--- config.mk ---
export PLATFORM = sky130hd
export DESIGN_NAME = edo_page_ctrl
export DESIGN_NICKNAME = d
export VERILOG_FILES = /design/src/rtl/edo_pkg.sv /design/src/rtl/edo_phase_timer.sv /design/src/rtl/edo_row_age.sv /design/src/rtl/edo_page_ctrl.sv
export SDC_FILE = /design/constraint.sdc
export NUM_CORES = 1
export LEC_CHECK = 0
export ABC_AREA = 1
export ABC_CLOCK_PERIOD_IN_PS = 2400
export BUFFER_PORTS_ARGS = -buffer_cell sky130_fd_sc_hd__buf_2
export CORE_MARGIN = 2
export CORE_UTILIZATION = 53
export DETAILED_ROUTE_END_ITERATION = 8
export PLACE_DENSITY_LB_ADDON = 0.2
export SLEW_MARGIN = 40
export SYNTH_ARGS = -nofsm -noshare
export SYNTH_HDL_FRONTEND = slang
export SYNTH_SLANG_ARGS = --single-unit
--- constraint.sdc ---
create_clock -name clk_i -period 2.4 [get_ports clk_i]
set_input_delay 0.36 -clock clk_i [delete_from_list [all_inputs] [get_ports clk_i]]
set_output_delay 0.36 -clock clk_i [all_outputs]
set_load 0.01 [all_outputs]
--- src/rtl/edo_pkg.sv ---
package edo_pkg;

  typedef enum logic [2:0] {
    S_IDLE, S_CLOSE, S_PRE, S_ACT, S_CSET, S_CLOW, S_CHIGH, S_REF
  } edo_state_e;

  function automatic int ns2cyc(input int ns, input int clk_ns);
    int c;
    c = (ns + clk_ns - 1) / clk_ns;
    return (c < 1) ? 1 : c;
  endfunction

  function automatic int max3(input int a, input int b, input int c);
    int m;
    m = (a > b) ? a : b;
    return (m > c) ? m : c;
  endfunction

endpackage

--- src/rtl/edo_phase_timer.sv ---
module edo_phase_timer #(
  parameter int W = 4
) (
  input  logic         clk_i,
  input  logic         rst_ni,
  input  logic         load_i,
  input  logic [W-1:0] load_val_i,
  output logic         done_o
);
  logic [W-1:0] cnt_q;

  always_ff @(posedge clk_i or negedge rst_ni) begin
    if (!rst_ni)             cnt_q <= '0;
    else if (load_i)         cnt_q <= load_val_i;
    else if (cnt_q != '0)    cnt_q <= cnt_q - 1'b1;
  end

  assign done_o = (cnt_q == '0);

endmodule

--- src/rtl/edo_row_age.sv ---
module edo_row_age #(
  parameter int RAS_CYC  = 5,
  parameter int CLOSE_AT = 100,
  parameter int MAX_CYC  = 110
) (
  input  logic clk_i,
  input  logic rst_ni,
  input  logic row_open_i,
  output logic tras_met_o,
  output logic expire_o
);
  localparam int AW = $clog2(MAX_CYC + 1);

  logic [AW-1:0] age_q;

  always_ff @(posedge clk_i or negedge rst_ni) begin
    if (!rst_ni)                   age_q <= '0;
    else if (!row_open_i)          age_q <= '0;
    else if (age_q != AW'(MAX_CYC)) age_q <= age_q + 1'b1;
  end

  assign tras_met_o = (age_q >= AW'(RAS_CYC - 1));
  assign expire_o   = (age_q >= AW'(CLOSE_AT));


  ras_min_low_chk: assert property (@(posedge clk_i) disable iff (!rst_ni)
    $fell(row_open_i) |-> ($past(age_q) >= AW'(RAS_CYC - 1)));


  ras_max_low_chk: assert property (@(posedge clk_i) disable iff (!rst_ni)
    row_open_i |-> (age_q < AW'(MAX_CYC)));

endmodule

--- src/rtl/edo_page_ctrl.sv ---
module edo_page_ctrl
  import edo_pkg::*;
#(
  parameter int CLK_NS    = 10,
  parameter int T_RAS_NS  = 50,
  parameter int T_RP_NS   = 30,
  parameter int T_RCD_NS  = 15,
  parameter int T_CAS_NS  = 13,
  parameter int T_CP_NS   = 9,
  parameter int T_AA_NS   = 25,
  parameter int T_RAC_NS  = 50,
  parameter int T_RASP_NS = 100000,
  parameter int ROW_W     = 12,
  parameter int COL_W     = 10,
  parameter int DATA_W    = 16
) (
  input  logic                     clk_i,
  input  logic                     rst_ni,
  input  logic                     req_valid_i,
  output logic                     req_ready_o,
  input  logic [ROW_W+COL_W-1:0]   req_addr_i,
  input  logic                     req_we_i,
  input  logic [1:0]               req_be_i,
  input  logic [DATA_W-1:0]        req_wdata_i,
  output logic                     rsp_valid_o,
  output logic [DATA_W-1:0]        rsp_rdata_o,
  input  logic                     ref_req_i,
  output logic                     ref_gnt_o,
  output logic [ROW_W-1:0]         dram_addr_o,
  output logic                     dram_ras_no,
  output logic                     dram_lcas_no,
  output logic                     dram_ucas_no,
  output logic                     dram_we_no,
  output logic                     dram_oe_no,
  input  logic [DATA_W-1:0]        dram_dq_i,
  output logic [DATA_W-1:0]        dram_dq_o,
  output logic                     dram_dq_oe_o
);
  localparam int ADDR_W   = ROW_W + COL_W;
  localparam int RAS_CYC  = ns2cyc(T_RAS_NS, CLK_NS);
  localparam int RP_CYC   = ns2cyc(T_RP_NS, CLK_NS);
  localparam int RCD_CYC  = ns2cyc(T_RCD_NS, CLK_NS);
  localparam int CP_CYC   = ns2cyc(T_CP_NS, CLK_NS);
  localparam int AA_CYC   = ns2cyc(T_AA_NS, CLK_NS);
  localparam int RAC_CYC  = ns2cyc(T_RAC_NS, CLK_NS);
  localparam int RASP_CYC = ns2cyc(T_RASP_NS, CLK_NS);
  // column low time also covers column-address and row access from the strobes
  localparam int CL_CYC   = max3(ns2cyc(T_CAS_NS, CLK_NS),
                                 max3(AA_CYC - 1, RAC_CYC - RCD_CYC - 1, 1), 1);
  localparam int GUARD    = CL_CYC + CP_CYC + 4;
  localparam int CLOSE_AT = (RASP_CYC > 2 * GUARD) ? RASP_CYC - GUARD : RASP_CYC / 2;
  localparam int TW       = $clog2(max3(RP_CYC, RCD_CYC, max3(CL_CYC, CP_CYC, 1)) + 1) + 1;

  edo_state_e state_q, state_d;
  logic              tmr_load, tmr_done, tras_met, expire, accept, hit;
  logic [TW-1:0]     tmr_val;
  logic              row_open_q, pend_q, we_q;
  logic [1:0]        be_q;
  logic [ADDR_W-1:0] addr_q;
  logic [DATA_W-1:0] wdata_q;
  logic [ROW_W-1:0]  open_row_q;
  logic              rsp_valid_q;
  logic [DATA_W-1:0] rdata_q;
  logic              cas_phase, cas_idle;

  edo_phase_timer #(.W(TW)) u_timer (
    .clk_i, .rst_ni, .load_i(tmr_load), .load_val_i(tmr_val), .done_o(tmr_done)
  );

  edo_row_age #(.RAS_CYC(RAS_CYC), .CLOSE_AT(CLOSE_AT), .MAX_CYC(RASP_CYC)) u_age (
    .clk_i, .rst_ni, .row_open_i(row_open_q), .tras_met_o(tras_met), .expire_o(expire)
  );

  assign hit         = row_open_q && (req_addr_i[ADDR_W-1:COL_W] == open_row_q);
  assign req_ready_o = (state_q == S_IDLE) && !ref_req_i && !(row_open_q && expire);
  assign accept      = req_valid_i && req_ready_o;

  always_comb begin
    state_d  = state_q;
    tmr_load = 1'b0;
    tmr_val  = '0;
    unique case (state_q)
      S_IDLE: begin
        if (ref_req_i)                 state_d = row_open_q ? S_CLOSE : S_REF;
        else if (row_open_q && expire) state_d = S_CLOSE;
        else if (accept) begin
          if (hit)             state_d = S_CSET;
          else if (row_open_q) state_d = S_CLOSE;
          else begin
            state_d = S_ACT; tmr_load = 1'b1; tmr_val = TW'(RCD_CYC - 1);
          end
        end
      end
      S_CLOSE: if (tras_met) begin
        state_d = S_PRE; tmr_load = 1'b1; tmr_val = TW'(RP_CYC - 1);
      end
      S_PRE: if (tmr_done) begin
        if (pend_q) begin
          state_d = S_ACT; tmr_load = 1'b1; tmr_val = TW'(RCD_CYC - 1);
        end else if (ref_req_i) state_d = S_REF;
        else                    state_d = S_IDLE;
      end
      S_ACT: if (tmr_done) state_d = S_CSET;
      S_CSET: begin
        state_d = S_CLOW; tmr_load = 1'b1; tmr_val = TW'(CL_CYC - 1);
      end
      S_CLOW: if (tmr_done) begin
        state_d = S_CHIGH; tmr_load = 1'b1; tmr_val = TW'(CP_CYC - 1);
      end
      S_CHIGH: if (tmr_done) state_d = S_IDLE;
      S_REF: if (!ref_req_i) begin
        state_d = S_PRE; tmr_load = 1'b1; tmr_val = TW'(RP_CYC - 1);
      end
      default: state_d = S_IDLE;
    endcase
  end

  always_ff @(posedge clk_i or negedge rst_ni) begin
    if (!rst_ni) begin
      state_q     <= S_IDLE;
      row_open_q  <= 1'b0;
      open_row_q  <= '0;
      pend_q      <= 1'b0;
      we_q        <= 1'b0;
      be_q        <= '0;
      addr_q      <= '0;
      wdata_q     <= '0;
      rsp_valid_q <= 1'b0;
      rdata_q     <= '0;
    end else begin
      state_q     <= state_d;
      rsp_valid_q <= 1'b0;
      if (accept) begin
        pend_q  <= 1'b1;
        we_q    <= req_we_i;
        be_q    <= req_be_i;
        addr_q  <= req_addr_i;
        wdata_q <= req_wdata_i;
      end
      if (state_d == S_ACT && state_q != S_ACT) begin
        row_open_q <= 1'b1;
        open_row_q <= accept ? req_addr_i[ADDR_W-1:COL_W] : addr_q[ADDR_W-1:COL_W];
      end
      if (state_q == S_CLOSE && state_d == S_PRE) row_open_q <= 1'b0;
      if (state_q == S_CHIGH && tmr_done) begin
        pend_q <= 1'b0;
        if (!we_q) begin
          rsp_valid_q <= 1'b1;
          rdata_q     <= dram_dq_i;
        end
      end
    end
  end

  assign cas_phase    = (state_q == S_CLOW);
  assign dram_ras_no  = !row_open_q;
  assign dram_lcas_no = !(cas_phase && be_q[0]);
  assign dram_ucas_no = !(cas_phase && be_q[1]);
  assign dram_we_no   = !(we_q && (state_q == S_CSET || state_q == S_CLOW));
  assign dram_oe_no   = !(!we_q && (state_q == S_CSET || state_q == S_CLOW || state_q == S_CHIGH));
  assign dram_dq_oe_o = we_q && (state_q == S_CSET || state_q == S_CLOW);
  assign dram_dq_o    = wdata_q;
  assign dram_addr_o  = (state_q == S_ACT) ? addr_q[ADDR_W-1:COL_W] :
                        (state_q == S_CSET || cas_phase || state_q == S_CHIGH) ?
                        ROW_W'(addr_q[COL_W-1:0]) : '0;
  assign ref_gnt_o    = (state_q == S_REF);
  assign rsp_valid_o  = rsp_valid_q;
  assign rsp_rdata_o  = rdata_q;
  assign cas_idle     = dram_lcas_no && dram_ucas_no;


  cas_in_row_chk: assert property (@(posedge clk_i) disable iff (!rst_ni)
    !cas_idle |-> !dram_ras_no);


  early_we_chk: assert property (@(posedge clk_i) disable iff (!rst_ni)
    ($fell(cas_idle) && dram_dq_oe_o) |-> (!$past(dram_we_no) && dram_oe_no));


  no_contention_chk: assert property (@(posedge clk_i) disable iff (!rst_ni)
    dram_dq_oe_o |-> dram_oe_no);


  rsp_pulse_chk: assert property (@(posedge clk_i) disable iff (!rst_ni)
    rsp_valid_o |=> !rsp_valid_o);


  gnt_idle_chk: assert property (@(posedge clk_i) disable iff (!rst_ni)
    ref_gnt_o |-> (dram_ras_no && cas_idle && !req_ready_o && !dram_dq_oe_o));


  hit_keeps_row_chk: assert property (@(posedge clk_i) disable iff (!rst_ni)
    (accept && hit) |=> !dram_ras_no);

endmodule

==> results.yml, run 1 <==
final_layout:
  final_cell_area_um2: 5480
  layout_common_cells: "sky130_fd_sc_hd__nand2_1 (143), sky130_fd_sc_hd__buf_2 (112), sky130_fd_sc_hd__dfrtp_1 (91)"
  area_growth_syn_to_layout_pct: 21.2
  share_of_cells_above_drive_strength_1_pct: 28.6
  final_common_cell: "sky130_fd_sc_hd__nand2_1"
  n_antenna_cell: 0
  n_fill_cell: 674
  nNetsFinal: 709
grt:
  grt_remaining_overflow: 0
  groute.usage.overall_pct: 24.4
  grt_antenna_before_repair: 0
  grt_max_degree: 57
  first_global_vias: 3812
  grt_pass1_wl_um: 17400
setup_path:
  critical_path_class: "reg2out"
  arr_time_crit_path_ps: 1860
  critical_path.max_stage_delay_ps: 410
  cp.buffers_inverters: 3
  crit_path_max_fanout: 5
  startpoint_type: "flop"
  cpMaxStageDelayCell: "sky130_fd_sc_hd__dfrtp_1"
  cp-end-kind: "primary output"
  cpLargestDelayFamily: "flip-flops"
  cp_data_required_time_ps: 2040
  critical_path.cell_chain: "inv_1 -> ha_1 -> a21oi_1 -> o21ai_1 -> nand2_1 -> nand2_1 -> inv_1 -> nor3_1 -> buf_2"
power:
  share_seq_of_total_power_pct: 38.0
  power_report.internal_total_w: 0.00405
  power.density_cell_area_nw_per_um2: 1230
  comb_power_share_pct: 44.5
  leakage_power_nw: 2.87
  netSwitchingFraction_pct: 39.9
  switchingPower_w: 0.00269
  vdd.ir_drop.worst_v: 0.000781
  power.clock.fraction_pct: 17.5
sta:
  setup-tns-final_ps: 0
  timing.final.crit_period_ps: 2220
  relSlewSlack_pct: 64.6
  finalSetupViolations: 0
  final-max-slew-violation-count: 0
  rsz0062_at_grt: "no"
  min_period_over_period_pct: 92.6
  worst-slew-pin-transition_ps: 528
  hold_violations: 0
  fin_skew_ps: 17.4
  fmax_ghz: 0.450
logic_synthesis:
  synthDistinctLibCells: 32
  yosys_warnings: 0
  ys_seq_elements: 92
  yosysTopAreaCell: "sky130_fd_sc_hd__dfrtp_1"
  synth.cell_area_um2: 4520
  synth.avg_cell_area_um2: 8.65
  count_of_mapped_cells_out_of_synthesis: 522
  ys_seq_area_share_pct: 51.0
  yosys-top-cells-area: "sky130_fd_sc_hd__dfrtp_1 (51%), sky130_fd_sc_hd__nand2_1 (12%), sky130_fd_sc_hd__mux2_2 (7.0%)"
  yosys.area.top_type_share_pct: 51.0
  synthesis.nets: 589
route:
  detail-route-antenna-nets: 0
  detailroute.via_count: 3930
  postRouteWirelength_um: 10700
  drt-initial-drc-count: 267
  drtPass1Iterations: 5
  remaining_drc_errors: 0
  wire_per_inst_um: 14.3
  post_drt_via_cell_ratio: 5.23
worst_hold_path:
  worstHoldPathType: "in2reg"
status:
  status: "finished, final reports clean"
die:
  chipWidth_um: 96.3
  area_enclosed_by_the_die_boundary_um2: 9280
  area_of_the_core_um2: 8260
  pin_count: 114
  initial_utilization_pct: 54.7
  rows: 33
  die_h_um: 96.3
clock_tree:
  cts-htree-levels: 3
  max-clock-path-buffers: 2
  post_cts.repair.setup_buffers: 0
  numCtsBuffers: 9
  clock_latency_ps: 360
  cts.sinks: 92
  worst_setup_hold_path_clk_slew_ps: 90
  tritoncts: "yes"
  cts_root_buf: "sky130_fd_sc_hd__clkbuf_8"
placed_design:
  dp.final_hpwl_um: 7770
  portBuffers: 113
  gpl.final_weighted_congestion: 0.885
  placedInstanceArea_um2: 5240
job:
  max_cap_violations: 0
kinds of logic after synthesis:
| group | Yosys count | share of synthesized area (%) |
|---|---|---|
| simple gates | 241 | 23.1 |
| flops | 92 | 51.0 |
| buf+inv | 82 | 7.53 |
| compound gates | 69 | 9.00 |
| mux | 28 | 6.98 |
| fa+ha+maj | 6 | 1.66 |
| xor+xnor | 4 | 0.776 |
routing by layer:
metal	vias up	wire [um]	GRT usage, %
li1	1931	-	-
met1	1867	4830	33.8
met2	124	4990	38.2
met3	8	788	7.20
met4	0	104	5.52
met5	-	0	0
final timing paths:
check | start | endpoint | slack, ps | depth (start not counted)
max in group asynchronous | rst_ni | pend_q | 1240 | 3
min in group asynchronous | rst_ni | u_age.age_q[8] | 500 | 2
min | dram_dq_i[0] | rsp_rdata_o[0] | 190 | 3
max reg2reg | u_timer.cnt_q[0] | open_row_q[4] | 280 | 14
min reg2reg | rsp_rdata_o[0] | rsp_rdata_o[0] | 480 | 2
max | u_age.age_q[0] | req_ready_o | 180 | 9
repair_timing:
| action | in CTS | in global routing |
|---|---|---|
| hold buffers | 1 | 0 |
| resized for setup | 0 | 2 |
| endpoints found under the setup margin | 0 | 11 |
| endpoints found under the hold margin | 34 | 0 |
per-stage QoR:
stage                     cells  worst slack [ps]  hold slack [ps]  power [W]  utilization (%)
final                       751               178              192    0.00673             66.3
after detailed placement    735               281              371    0.00554             63.5
after floorplan             522               469             64.4    0.00453                -
after global placement      735               383              358    0.00544             63.5
after global routing        751              2.96              188    0.00724             66.3
after CTS                   751              46.6              184    0.00676             66.3
state kept, by name, summed over array words and instances (netlist names):
name and count:
addr_q 22, row_open_q 1, u_timer.cnt_q 3, u_age.age_q 14, state_q 3, rsp_valid_o 1
we_q 1, dram_dq_o 16, be_q 2, open_row_q 12, pend_q 1, rsp_rdata_o 16
tightest hold or removal path, stage by stage:
cell and delay, ps:
sky130_fd_sc_hd__buf_2 70, sky130_fd_sc_hd__nand2_1 40, sky130_fd_sc_hd__nand2_1 40
final cells by class:
| class | count | area, um^2 | area share (%) |
|---|---|---|---|
| sequential | 92 | 2300 | 42.1 |
| multi-input combinational | 348 | 1880 | 34.4 |
| timing repair buffer | 126 | 693 | 12.7 |
| inverter | 65 | 244 | 4.46 |
| clock buffer | 10 | 138 | 2.51 |
| tap | 105 | 131 | 2.40 |
| clock inverter | 5 | 85.1 | 1.55 |
power groups by stage:
stage / combinational (W) / sequential [W] / clock (W)
floorplan: 0.00194 / 0.00259 / 0
global placement: 0.00289 / 0.00255 / 0
detailed placement: 0.00298 / 0.00257 / 0
CTS: 0.00301 / 0.00256 / 0.00119
global route: 0.00334 / 0.00263 / 0.00127
finish: 0.00300 / 0.00256 / 0.00118
cells in the mapped netlist, drive strengths merged:
cell type,n
nor4,2
inv,64
xnor2,3
xor2,1
o21ai,35
clkbuf,5
o31ai,1
nor2,48
a31oi,2
a21oi,18
mux2,28
nand3,19
dfrtp,92
a22o,10
nand4,17
and2,1
clkinv,1
o211ai,3
buf,12
nor3,9
ha,6
nand2,145
(Power assumes the default switching activity.)
==> inputs of run 2 (changes only) <==
==> constraint.sdc (replaced) <==
create_clock -name clk_i -period 2.4 [get_ports clk_i]
set_input_delay 0.12 -clock clk_i [delete_from_list [all_inputs] [get_ports clk_i]]
set_output_delay 0.12 -clock clk_i [all_outputs]
set_load 0.01 [all_outputs]
==> results.yml, run 2 (same netlist as run 1, synthesis figures left out) <==
setup_path:
  cp-end-kind: "flop"
  startpoint_type: "flop"
  critical_path.cell_chain: "inv_1 -> ha_1 -> inv_1 -> nor2_4 -> inv_1 -> nor2_1 -> nor3_1 -> nand4_1 -> o211ai_1 -> nor2_4 -> nand3_2 -> buf_4 -> nand2_1 -> nand2_1"
  critical_path.max_stage_delay_ps: 400
  arr_time_crit_path_ps: 2420
  critical-path-top-cell-by-count: "sky130_fd_sc_hd__inv_1"
  cpLargestDelayFamily: "simple AND/OR/NAND/NOR gates"
  crit_path_max_fanout: 9
  critical_path_class: "reg2reg"
  cp.buffers_inverters: 4
  cp_data_required_time_ps: 2650
  cpMaxStageDelayCell: "sky130_fd_sc_hd__dfrtp_1"
clock_tree:
  worst_setup_hold_path_clk_slew_ps: 90
  post_cts.repair.setup_buffers: 0
  cts-htree-levels: 3
  clock_latency_ps: 350
  max-clock-path-buffers: 2
  cts_root_buf: "sky130_fd_sc_hd__clkbuf_8"
  tritoncts: "yes"
  numCtsBuffers: 9
  cts.sinks: 92
sta:
  worst-slew-pin-transition_ps: 596
  hold_violations: 0
  fin_skew_ps: 10.2
  setup-tns-final_ps: 0
  rsz0062_at_grt: "no"
  relSlewSlack_pct: 60.2
  finalSetupViolations: 0
  timing.final.crit_period_ps: 2170
  min_period_over_period_pct: 90.3
  fmax_ghz: 0.461
  final_worst_hold_slack_ps: 14.8
  final-max-slew-violation-count: 0
route:
  wire_per_inst_um: 15.0
  drtPass1Iterations: 4
  route.top_layer_used: "met4"
  met2_length_um: 5560
  routed_length_on_met1_um: 5160
  postRouteWirelength_um: 11900
  detailroute.via_count: 4176
  detailroute.wirelength.met3_um: 877
  remaining_drc_errors: 0
  post_drt_via_cell_ratio: 5.27
  drt-initial-drc-count: 325
  detail-route-antenna-nets: 0
grt:
  groute.usage.overall_pct: 26.9
  first_global_vias: 4095
  grt_pass1_wl_um: 19100
  grt_antenna_before_repair: 0
  grt_remaining_overflow: 0
  grt_max_degree: 68
placed_design:
  portBuffers: 113
  gpl.final_weighted_congestion: 0.935
  dp.final_hpwl_um: 7730
  dp.cells: 737
die:
  area_of_the_core_um2: 8260
  die_h_um: 96.3
  rows: 33
  chipWidth_um: 96.3
  initial_utilization_pct: 54.7
  pin_count: 114
  area_enclosed_by_the_die_boundary_um2: 9280
power:
  leakage_power_nw: 3.04
  power.density_cell_area_nw_per_um2: 1150
  vdd.ir_drop.worst_v: 0.000725
  finalPower_w: 0.00673
final_layout:
  share_of_cells_above_drive_strength_1_pct: 26.8
  largest_register_ff_count: 22
  nNetsFinal: 750
  stdcell_count: 792
  area_growth_syn_to_layout_pct: 29.8
  layout_common_cells: "sky130_fd_sc_hd__nand2_1 (144), sky130_fd_sc_hd__buf_2 (112), sky130_fd_sc_hd__dfrtp_1 (92)"
  final_common_cell: "sky130_fd_sc_hd__nand2_1"
  regMostFlops: "addr_q"
  n_antenna_cell: 0
  n_fill_cell: 630
status:
  status: "finished, final reports clean"
worst_hold_path:
  worstHoldPathType: "in2reg"
job:
  max_cap_violations: 0
==> run 2: changes by cell type in the layout (fill, tap and decap cells not counted) <==
cell / delta
sky130_fd_sc_hd__buf_4: +1
sky130_fd_sc_hd__dfrtp_1: +1
sky130_fd_sc_hd__clkbuf_8: +1
sky130_fd_sc_hd__inv_6: -1
sky130_fd_sc_hd__buf_6: +1
sky130_fd_sc_hd__dlygate4sd3_1: +39
sky130_fd_sc_hd__nand2_1: +1
sky130_fd_sc_hd__nand2_2: -1
sky130_fd_sc_hd__dfrtp_2: -1
sky130_fd_sc_hd__bufinv_16: -1
sky130_fd_sc_hd__clkbuf_1: +1
==> run 2: area by class of cell <==
class	instances	area [um^2]	area share, %
clock buffers	12	155	2.65
clock inverters	3	46.3	0.790
inverters	65	244	4.16
multi-input cells	348	1880	32.1
flip-flops and latches	92	2300	39.3
well taps	105	131	2.24
repair buffers	167	1100	18.8
==> run 2: worst reg2reg max path: stages (launching register included) <==
cell and delay, ps:
sky130_fd_sc_hd__dfrtp_1 400, sky130_fd_sc_hd__inv_1 90, sky130_fd_sc_hd__ha_1 140, sky130_fd_sc_hd__inv_1 50, sky130_fd_sc_hd__nor2_4 200, sky130_fd_sc_hd__inv_1 140, sky130_fd_sc_hd__nor2_1 180, sky130_fd_sc_hd__nor3_1 90
sky130_fd_sc_hd__nand4_1 90, sky130_fd_sc_hd__o211ai_1 170, sky130_fd_sc_hd__nor2_4 160, sky130_fd_sc_hd__nand3_2 70, sky130_fd_sc_hd__buf_4 180, sky130_fd_sc_hd__nand2_1 60, sky130_fd_sc_hd__nand2_1 40
==> run 2: worst paths after layout <==
| path | end | depth (start not counted) | slack, ps | from |
|---|---|---|---|---|
| worst max-delay path | open_row_q[1] | 14 | 230 | u_timer.cnt_q[0] |
| worst min-delay path | we_q | 3 | 10 | req_we_i |
| worst max register to register | open_row_q[1] | 14 | 230 | u_timer.cnt_q[0] |
| worst min register to register | open_row_q[3] | 2 | 480 | open_row_q[3] |
| max in group asynchronous | open_row_q[1] | 3 | 1470 | rst_ni |
| min in group asynchronous | u_age.age_q[10] | 2 | 320 | rst_ni |
==> run 2: layer usage <==
| metal | vias up | GRT usage [%] |
|---|---|---|
| met4 | 0 | 11.2 |
| met1 | 1982 | 36.4 |
| li1 | 2011 | - |
| met2 | 160 | 42.0 |
| met3 | 23 | 6.19 |
| met5 | - | 0 |
==> run 2: where the power goes <==
group,switching [W],internal (W),leakage (nW)
combinational,0.00179,0.00129,1.83
clock,0.000536,0.000536,0.0987
sequential,0.000407,0.00217,1.11
==> run 2: what timing repair did <==
action,in CTS,in global routing
resized for setup,0,0
hold endpoints to repair,103,0
setup endpoints to repair,0,0
hold buffers,40,0
==> run 2: per-stage QoR <==
stage               area [um^2]  setup slack [ps]  util, %
global route               5860              33.0     71.0
finish                     5860               232     71.0
CTS                        5860               243     70.9
floorplan                  4520               469        -
global placement           5260               333     63.6
detailed placement         5260               266     63.6
==> inputs of run 3 (changes only) <==
- SYNTH_HIERARCHICAL: not set -> 1
==> results.yml, run 3 <==
status:
  status: "finished, final reports clean"
sta:
  fmax_ghz: 0.440
  final_worst_hold_slack_ps: 48.1
  final-max-slew-violation-count: 0
  timing.final.crit_period_ps: 2270
  rsz0062_at_grt: "yes"
  min_period_over_period_pct: 94.6
  hold_violations: 0
  finalSetupViolations: 0
  fin_skew_ps: 13.9
  fin_ws_ps: 129
final_layout:
  n_fill_cell: 606
  stdcell_count: 896
  layout_common_cells: "sky130_fd_sc_hd__nand2_1 (252), sky130_fd_sc_hd__buf_2 (112), sky130_fd_sc_hd__dfrtp_1 (90)"
  area_growth_syn_to_layout_pct: 33.0
  final_core_utilization_pct: 73.7
  final_common_cell: "sky130_fd_sc_hd__nand2_1"
  area_taken_by_flip_flops_and_latches_um2: 2300
  largest_register_ff_count: 22
  nNetsFinal: 852
  regMostFlops: "addr_q"
  multiInputGateArea_um2: 1970
  share_of_cells_above_drive_strength_1_pct: 23.9
logic_synthesis:
  synthDistinctLibCells: 34
  synth.cell_area_um2: 4600
  ys_seq_elements: 92
  synth_async_sr_flop_share_pct: 100
  yosys_warnings: 6
  count_of_mapped_cells_out_of_synthesis: 613
  synth_most_common_cell: "sky130_fd_sc_hd__nand2_1"
  synth.avg_cell_area_um2: 7.51
  synthAdderAreaFrac_pct: 1.63
  synth-compound-area-share_pct: 6.66
  synth_edf_count: 0
  netlist_top_cells_count: "sky130_fd_sc_hd__nand2_1 (253), sky130_fd_sc_hd__dfrtp_1 (92), sky130_fd_sc_hd__inv_1 (71)"
  yosys-top-cells-area: "sky130_fd_sc_hd__dfrtp_1 (50%), sky130_fd_sc_hd__nand2_1 (21%), sky130_fd_sc_hd__inv_1 (5.8%)"
  yosysTopAreaCell: "sky130_fd_sc_hd__dfrtp_1"
  ys_seq_area_share_pct: 50.0
  synth_xor_area_share_pct: 0.761
  synthSimpleGateAreaFrac_pct: 32.3
  synth.area.mux_share_pct: 0
  synthesis.nets: 680
  yosys.area.top_type_share_pct: 50.0
  yosys_most_used_dff: "sky130_fd_sc_hd__dfrtp_1"
  synth_top_family_by_area: "simple AND/OR/NAND/NOR gates"
grt:
  groute.usage.overall_pct: 26.1
  grt_pass1_wl_um: 20300
  grt_remaining_overflow: 0
  grt_max_degree: 59
  grt_antenna_before_repair: 0
  first_global_vias: 4402
die:
  area_of_the_core_um2: 8300
  pin_count: 114
  rows: 33
  chipWidth_um: 97.2
  die_h_um: 97.2
  initial_utilization_pct: 55.4
  area_enclosed_by_the_die_boundary_um2: 9440
route:
  drt-initial-drc-count: 252
  postRouteWirelength_um: 12200
  post_drt_via_cell_ratio: 4.97
  remaining_drc_errors: 0
  detailroute.via_count: 4451
  wire_per_inst_um: 13.6
  drtPass1Iterations: 5
  detail-route-antenna-nets: 0
setup_path:
  crit_path_max_fanout: 13
  cp-end-kind: "flop"
  cp_data_required_time_ps: 2690
  critical_path_class: "reg2reg"
  arr_time_crit_path_ps: 2560
  startpoint_type: "flop"
clock_tree:
  cts_root_buf: "sky130_fd_sc_hd__clkbuf_8"
  tritoncts: "yes"
  max-clock-path-buffers: 2
  clock_latency_ps: 370
  worst_setup_hold_path_clk_slew_ps: 90
  cts-htree-levels: 3
  cts.sinks: 92
  numCtsBuffers: 9
power:
  vdd.ir_drop.worst_v: 0.000719
  netSwitchingFraction_pct: 42.2
  leakage_power_nw: 3.27
  comb_power_share_pct: 46.1
  share_seq_of_total_power_pct: 37.1
  finalPower_w: 0.00711
  power.clock.fraction_pct: 16.8
  power_report.internal_total_w: 0.00411
  power.density_cell_area_nw_per_um2: 1160
  switchingPower_w: 0.00300
placed_design:
  dp.cells: 825
  gpl.final_weighted_congestion: 0.862
  dp.final_hpwl_um: 7580
  portBuffers: 113
  dp_worst_setup_slack_ps: 5.22
job:
  max_cap_violations: 0
worst_hold_path:
  worstHoldPathType: "in2reg"
run 3: timing repair:
action	CTS	global route
gates resized for setup	1	21
endpoints found under the hold margin	79	0
endpoints found under the setup margin	6	24
gates cloned	0	1
hold buffers	46	0
pin swaps	0	5
buffers inserted	0	7
run 3: layout make-up:
class / count / area share [%]
antenna: 1 / 0.0409
clock buffer: 11 / 2.31
clock inverter: 5 / 1.37
inverter: 81 / 5.07
multi-input combinational: 427 / 32.3
sequential: 92 / 37.7
tap: 105 / 2.15
timing repair buffer: 174 / 19.1
run 3: per-layer routing:
metal  track usage (%)  vias to the layer above  part of all wire [%]
met2              43.1                      160                    49
met5                 0                        -                     0
met1              32.7                     2036                    42
met4              10.5                        0                   2.8
met3              6.91                       34                   6.4
li1                  -                     2221                     -
run 3: stage by stage:
step | TNS (ps) | instance area, um^2
CTS | 0 | 5980
finish | 0 | 6120
global route | -409 | 6110
floorplan | 0 | 4600
global placement | 0 | 5290
detailed placement | 0 | 5290
run 3: power by group through the flow:
| stage | logic [W] | registers, W | clock network (W) |
|---|---|---|---|
| 2_1_floorplan | 0.00188 | 0.00270 | 0 |
| 3_3_place_gp | 0.00280 | 0.00262 | 0 |
| 3_5_place_dp | 0.00289 | 0.00264 | 0 |
| 4_1_cts | 0.00298 | 0.00261 | 0.00121 |
| 5_1_grt | 0.00369 | 0.00271 | 0.00129 |
| 6_report | 0.00328 | 0.00264 | 0.00119 |
run 3: cells by family after synthesis:
group	count (synthesis)
AOI/OAI and AO/OA	57
xor gates and xnor gates	4
adders and majority gates	6
buffers and inverters	95
DFF	92
other	1
and+or+nand+nor	358
run 3: worst paths after layout:
check	startpoint	to	slack, ps	cells past startpoint
setup reg to reg	u_age/age_q[1]	row_open_q	130	20
max in group asynchronous	rst_ni	addr_q[6]	1500	3
min in group asynchronous	rst_ni	u_age/age_q[6]	250	2
setup / recovery	u_age/age_q[1]	row_open_q	130	20
hold / removal	req_addr_i[10]	addr_q[10]	50	3
hold reg to reg	rsp_rdata_o[7]	rsp_rdata_o[7]	480	2
run 3: worst max-delay path, cell delays in order, from the launching register on:
cell	delay (ps)
sky130_fd_sc_hd__dfrtp_1	420
sky130_fd_sc_hd__inv_2	70
sky130_fd_sc_hd__ha_1	180
sky130_fd_sc_hd__nor2_1	80
sky130_fd_sc_hd__a21oi_1	70
sky130_fd_sc_hd__o21ai_1	120
sky130_fd_sc_hd__nand2_1	60
sky130_fd_sc_hd__nand2_1	80
sky130_fd_sc_hd__nand3_2	100
sky130_fd_sc_hd__clkinv_2	100
sky130_fd_sc_hd__nand2_4	80
sky130_fd_sc_hd__clkinv_4	60
sky130_fd_sc_hd__nand2_2	70
sky130_fd_sc_hd__nand2_1	70
sky130_fd_sc_hd__nand2_1	80
sky130_fd_sc_hd__nand2_4	80
sky130_fd_sc_hd__nand2_2	80
sky130_fd_sc_hd__nor2_4	130
sky130_fd_sc_hd__buf_12	140
sky130_fd_sc_hd__nor2_1	40
sky130_fd_sc_hd__nor2_1	100
